File: src/rtl/lane_scan_pkg.sv
package lane_scan_pkg;
   typedef enum logic [2:0] {
      SC_ADD = 3'd0,
      SC_MUL = 3'd1,
      SC_AND = 3'd2,
      SC_OR  = 3'd3,
      SC_XOR = 3'd4,
      SC_MIN = 3'd5,
      SC_MAX = 3'd6,
      SC_RSV = 3'd7
   } scan_op_e;
endpackage

File: src/rtl/scan_alu.sv
module scan_alu
   import lane_scan_pkg::*;
#(
   parameter int WIDTH  = 8,
   parameter bit SIGNED = 1'b1
) (
   input  scan_op_e           op,
   input  logic [WIDTH-1:0]   own,
   input  logic [WIDTH-1:0]   nbr,
   output logic [WIDTH-1:0]   y
);
   localparam int PW = 2 * WIDTH;

   logic          lt;
   logic [PW-1:0] prod;

   generate
      if (SIGNED) begin : g_scmp
         assign lt = $signed(own) < $signed(nbr);
      end else begin : g_ucmp
         assign lt = own < nbr;
      end
   endgenerate

   assign prod = {{WIDTH{1'b0}}, own} * {{WIDTH{1'b0}}, nbr};

   always_comb begin
      unique case (op)
         SC_MUL:  y = prod[WIDTH-1:0];
         SC_AND:  y = own & nbr;
         SC_OR:   y = own | nbr;
         SC_XOR:  y = own ^ nbr;
         SC_MIN:  y = lt ? own : nbr;
         SC_MAX:  y = lt ? nbr : own;
         default: y = own + nbr;
      endcase
   end
endmodule

File: src/rtl/scan_shift.sv
module scan_shift #(
   parameter int LANES = 8,
   parameter int WIDTH = 8,
   parameter int LOG2N = 3,
   parameter int RW    = 2
) (
   input  logic [LANES-1:0][WIDTH-1:0] vin,
   input  logic [RW-1:0]               rnd,
   input  logic [WIDTH-1:0]            fill,
   output logic [LANES-1:0][WIDTH-1:0] vout
);
   logic [LANES-1:0][LOG2N-1:0][WIDTH-1:0] cand;

   generate
      for (genvar i = 0; i < LANES; i++) begin : g_lane
         for (genvar k = 0; k < LOG2N; k++) begin : g_dist
            if (i >= (1 << k)) begin : g_src
               assign cand[i][k] = vin[i - (1 << k)];
            end else begin : g_fill
               assign cand[i][k] = fill;
            end
         end
         always_comb begin
            vout[i] = fill;
            for (int k = 0; k < LOG2N; k++) begin
               if (rnd == RW'(k)) vout[i] = cand[i][k];
            end
         end
      end
   endgenerate
endmodule

File: src/rtl/scan_seq.sv
module scan_seq #(
   parameter int LOG2N = 3,
   parameter int RW    = 2
) (
   input  logic          clk,
   input  logic          rst_n,
   input  logic          start,
   output logic          accept,
   output logic          step,
   output logic          busy,
   output logic [RW-1:0] cur_rnd,
   output logic          done
);
   localparam logic [RW-1:0] LAST = RW'(LOG2N - 1);

   logic          busy_q, done_q, fin;
   logic [RW-1:0] rnd_q;

   assign accept  = start & ~busy_q;
   assign step    = accept | busy_q;
   assign cur_rnd = busy_q ? rnd_q : '0;
   assign fin     = step & (cur_rnd == LAST);
   assign busy    = busy_q;
   assign done    = done_q;

   always_ff @(posedge clk or negedge rst_n) begin
      if (!rst_n) begin
         busy_q <= 1'b0;
         rnd_q  <= '0;
         done_q <= 1'b0;
      end else begin
         done_q <= fin;
         if (accept) begin
            busy_q <= ~fin;
            rnd_q  <= RW'(1);
         end else if (busy_q) begin
            if (fin) busy_q <= 1'b0;
            rnd_q <= rnd_q + RW'(1);
         end
      end
   end


   busy_runs_chk: assert property (@(posedge clk) disable iff (!rst_n)
      (busy_q && !fin) |=> busy_q);
endmodule

File: src/rtl/lane_scan.sv
module lane_scan
   import lane_scan_pkg::*;
#(
   parameter int LANES  = 8,
   parameter int WIDTH  = 8,
   parameter bit SIGNED = 1'b1
) (
   input  logic                   clk,
   input  logic                   rst_n,
   input  logic                   start,
   input  logic [2:0]             op_sel,
   input  logic [LANES*WIDTH-1:0] din,
   output logic [LANES*WIDTH-1:0] dout,
   output logic                   done
);
   localparam int LOG2N = $clog2(LANES);
   localparam int RW    = (LOG2N > 1) ? $clog2(LOG2N) : 1;
   localparam int CW    = $clog2(LOG2N + 1) + 1;
   localparam logic [WIDTH-1:0] MIN_ID = SIGNED ? {1'b0, {(WIDTH-1){1'b1}}} : {WIDTH{1'b1}};
   localparam logic [WIDTH-1:0] MAX_ID = SIGNED ? {1'b1, {(WIDTH-1){1'b0}}} : {WIDTH{1'b0}};

   generate
      if (LANES < 2 || (1 << LOG2N) != LANES) begin : g_bad_lanes
         $error("lane_scan: LANES must be a power of two and at least 2");
      end
      if (WIDTH < 2) begin : g_bad_width
         $error("lane_scan: WIDTH must be at least 2");
      end
   endgenerate

   logic                         accept, step, busy;
   logic [RW-1:0]                cur_rnd;
   scan_op_e                     op_q, cur_op;
   logic [WIDTH-1:0]             fill;
   logic [LANES-1:0][WIDTH-1:0]  din_a, part_q, src, shifted, nxt;

   scan_seq #(.LOG2N(LOG2N), .RW(RW)) seq_i (
      .clk(clk), .rst_n(rst_n), .start(start), .accept(accept),
      .step(step), .busy(busy), .cur_rnd(cur_rnd), .done(done)
   );

   assign cur_op = busy ? op_q : scan_op_e'(op_sel);
   assign src    = busy ? part_q : din_a;

   always_comb begin
      unique case (cur_op)
         SC_MUL:  fill = WIDTH'(1);
         SC_AND:  fill = '1;
         SC_MIN:  fill = MIN_ID;
         SC_MAX:  fill = MAX_ID;
         default: fill = '0;
      endcase
   end

   scan_shift #(.LANES(LANES), .WIDTH(WIDTH), .LOG2N(LOG2N), .RW(RW)) shift_i (
      .vin(src), .rnd(cur_rnd), .fill(fill), .vout(shifted)
   );

   generate
      for (genvar i = 0; i < LANES; i++) begin : g_lane
         assign din_a[i]                = din[i*WIDTH +: WIDTH];
         assign dout[i*WIDTH +: WIDTH]  = part_q[i];
         scan_alu #(.WIDTH(WIDTH), .SIGNED(SIGNED)) alu_i (
            .op(cur_op), .own(src[i]), .nbr(shifted[i]), .y(nxt[i])
         );
      end
   endgenerate

   always_ff @(posedge clk or negedge rst_n) begin
      if (!rst_n) begin
         part_q <= '0;
         op_q   <= SC_ADD;
      end else begin
         if (step)   part_q <= nxt;
         if (accept) op_q   <= scan_op_e'(op_sel);
      end
   end

   // latency counter used only by the checks below
   logic [CW-1:0] lat_q;
   always_ff @(posedge clk or negedge rst_n) begin
      if (!rst_n)      lat_q <= '0;
      else if (accept) lat_q <= CW'(1);
      else if (busy)   lat_q <= lat_q + CW'(1);
   end


   latency_chk: assert property (@(posedge clk) disable iff (!rst_n)
      done |-> (lat_q == CW'(LOG2N)));


   lane0_keep_chk: assert property (@(posedge clk) disable iff (!rst_n)
      busy |=> $stable(part_q[0]));


   op_hold_chk: assert property (@(posedge clk) disable iff (!rst_n)
      busy |=> $stable(op_q));
endmodule

File: config.mk
export PLATFORM = sky130hd
export DESIGN_NAME = lane_scan
export DESIGN_NICKNAME = d
export VERILOG_FILES = /design/src/rtl/lane_scan_pkg.sv /design/src/rtl/scan_alu.sv /design/src/rtl/scan_shift.sv /design/src/rtl/scan_seq.sv /design/src/rtl/lane_scan.sv
export SDC_FILE = /design/constraint.sdc
export NUM_CORES = 1
export LEC_CHECK = 0
export CORE_ASPECT_RATIO = 1.75
export CORE_MARGIN = 4
export CORE_UTILIZATION = 50
export DETAILED_ROUTE_END_ITERATION = 8
export PLACE_DENSITY = 0.72
export SETUP_SLACK_MARGIN = 0.5
export SLEW_MARGIN = 0
export SYNTH_ARGS = -nofsm -noshare
export SYNTH_HDL_FRONTEND = slang
export SYNTH_SLANG_ARGS = --single-unit
File: constraint.sdc
create_clock -name clk -period 5.8 [get_ports clk]
set_input_delay 0.87 -clock clk [delete_from_list [all_inputs] [get_ports clk]]
set_output_delay 0.87 -clock clk [all_outputs]
set_load 0.02 [all_outputs]
==> flow_summary.ini <==
[status]
status = completed

[grt]
overflow = 0
grt_max_degree = 68
grt_pass1_vias = 23700
antenna_found_initial = 1
grt_usage_pct = 43.5
grt_pass1_wl_mm = 144

[timing]
worst_slew_margin_rel_pct = 7.10
rsz0062_at_grt = yes
setup_viol_count_final = 0
finalHoldWorstSlack_ps = 373
hold_viol = 0
slew_violations = 0
fin_skew_ps = 13.1
fin_crit_sh_pct = 94.1
fmaxAchievable_ghz = 0.183
worst_pin_slew_ps = 1350
period_needed_ps = 5460
tns_ps = 0

[die]
start_util_pct = 50.7
num_rows = 97
fp.dieArea_sq_um = 44200
die_x_um = 161
ios = 135
design.core.area_sq_um = 40200
dieHeight_um = 275

[worst_setup_path]
crit_buf_inv = 8
path_delay_family = adder cells
timing.critical_path.mode_cell = inv_2
reg2reg_to = dout[23]
cp_max_fo = 6
cp_slowest_cell = dfrtp_4
cp-startpoint = seq_i.busy
critPathKind = reg2reg
r2r_setup_slack_ps = 340
cp_num_cells = 26
startpoint_type = register
rr_worst_depth = 26
cp_data_arrival_time_ps = 5760
required_ps = 6100
cpPeakStageDelay_ps = 540
r2r_start = seq_i.busy
crit_path_end_kind = register

[clock_network]
clk_latency_ps = 380
cts_buffers = 9
clk_path_buf_depth = 2
cts_tree = yes
ctsHoldBuffers = 0
clock-sinks = 71
cts_root_buf = clkbuf_16
htree_levels = 3
clkTransAtPathRegs_ps = 70

[layout]
stdcell_count = 3605
diodes = 0
area_growth_pct = 29.5
nets = 3551
drive_above_1_share_pct = 23.0

[synthesis]
yosys_most_used_dff = dfrtp_1
synth_edf_count = 0
syn_inst = 2668
synthDistinctLibCells = 84
synth_top_area_share_pct = 19.6
synth_common_cells = 356 x inv_1, 319 x ha_1, 315 x nor2_1
netlist_area_sq_um = 20400
ys_async_sr_fraction_pct = 100
yosys_warnings = 0
ys_ff_latch = 71
post-synth-top-area-cell = ha_1
synth.most_common_cell = inv_1
synth_area_per_cell_sq_um = 7.64
synth_fp_nets = 3161
synth_area_leaders = ha_1 20%, fa_1 10%, dfrtp_1 8.7%, inv_1 6.6%, a21oi_1 5.9%
yosysSeqAreaShare_pct = 8.72

[placement]
io_buffers = 134
place.gp.congestion = 1.05
dp.cells = 3546
hpwlAfterDp_mm = 74.6

[routing]
drc = 0
detail_route.first_pass.iterations = 7
first_iter_violations = 2425
vias_per_cell = 6.44
wl_mm = 99.3
post_drt_wl_per_cell_um = 27.5
ant_nets = 0
dr_total_vias = 23200

[worst_hold_path]
holdCritPathClass = in2async

[job]
drv_cap = 0
## flip-flops by register name, indices dropped and copies added (netlist names)
| signal | cells |
|---|---|
| seq_i.done | 1 |
| seq_i.rnd_q | 2 |
| seq_i.busy | 1 |
| dout | 64 |
| op_q | 3 |
## cells in the final DEF, fill, tap and decap left out, types with 16 or more instances in the layout
cell type | synthesis | routed
a31oi_1 | 33 | 31
nand2_1 | 192 | 174
ha_1 | 319 | 278
o21ai_0 | 162 | 151
ha_4 | 0 | 29
dfrtp_1 | 71 | 68
buf_6 | 7 | 31
o211ai_1 | 40 | 40
xnor2_1 | 118 | 109
inv_2 | 3 | 36
clkdlybuf4s50_1 | 0 | 130
a21oi_1 | 239 | 220
nand3_1 | 18 | 16
mux2_2 | 68 | 65
fa_1 | 104 | 82
o221ai_1 | 21 | 20
a21o_1 | 34 | 34
o22ai_1 | 45 | 42
mux2i_1 | 61 | 61
a22oi_1 | 20 | 16
nor3_1 | 37 | 36
buf_4 | 8 | 332
nor2_1 | 315 | 303
inv_1 | 356 | 320
a221oi_1 | 30 | 27
a211oi_1 | 24 | 22
fa_2 | 0 | 22
xor2_1 | 23 | 21
## repair_timing
item / CTS / global route
cloned: 2 / 1
setup endpoints to repair: 30 / 22
hold endpoints to repair: 0 / 0
gates resized for setup: 99 / 147
pin swaps: 43 / 141
setup buffers: 24 / 18
## worst max path at each step
stage	end
final	dout[23]
after floorplan	dout[39]
after detailed placement	dout[23]
after global placement	dout[63]
after CTS	dout[39]
after global routing	dout[23]
## metal layers
| metal | vias up | share of wire [%] | GRT usage [%] |
|---|---|---|---|
| li1 | 9942 | - | - |
| met1 | 11000 | 33 | 45.4 |
| met2 | 1603 | 47 | 74.9 |
| met3 | 643 | 9.4 | 7.94 |
| met4 | 0 | 11 | 37.6 |
| met5 | - | 0 | 0 |
## cells by family (layout without fill, tap and decap cells)
family	Yosys count	count (layout)	synth area share [%]
flip-flops	71	71	8.72
XOR/XNOR	156	156	7.72
adder cells (fa/ha/maj)	423	423	29.8
AND/OR/NAND/NOR	620	620	12.7
buffers and inverters	498	891	9.72
AO/OA/AOI/OAI	762	762	23.9
multiplexers	138	138	7.40
## area by class of cell
class / instances / area, sq um
Fill cell: 3512 / 13800
Sequential cell: 71 / 1780
Clock inverter: 2 / 10.0
Multi-Input combinational cell: 2099 / 17700
Timing Repair Buffer: 514 / 4550
Inverter: 363 / 1370
Tap cell: 544 / 681
Clock buffer: 12 / 246
## worst register-to-register path: stages, from the launching register on
cell and delay, ps:
dfrtp_4 540, buf_6 140, mux2_4 330, nor3_4 240
buf_6 150, or3_4 130, buf_6 110, o221ai_4 130
inv_2 120, ha_4 130, inv_2 40, fa_2 370
inv_2 70, fa_1 430, ha_1 310, inv_2 40
fa_1 510, inv_2 50, ha_4 210, a21o_1 160
a21oi_2 150, xnor2_1 150, xnor2_1 150, xnor3_1 250
xnor3_1 220, nand2_1 50, a31oi_1 190
## through the flow
stage          cell area (sq um)  util, %  worst slack, ps
2_1_floorplan              20800        -              411
3_3_place_gp               24800     61.7             -420
3_5_place_dp               24800     61.7             -533
4_1_cts                    25600     63.8              394
5_1_grt                    26400     65.7              181
6_report                   26400     65.7              341
Power is left out: the tool's default activity adds up to more than one toggle a clock period on the data nets, which glitch-free logic cannot reach.
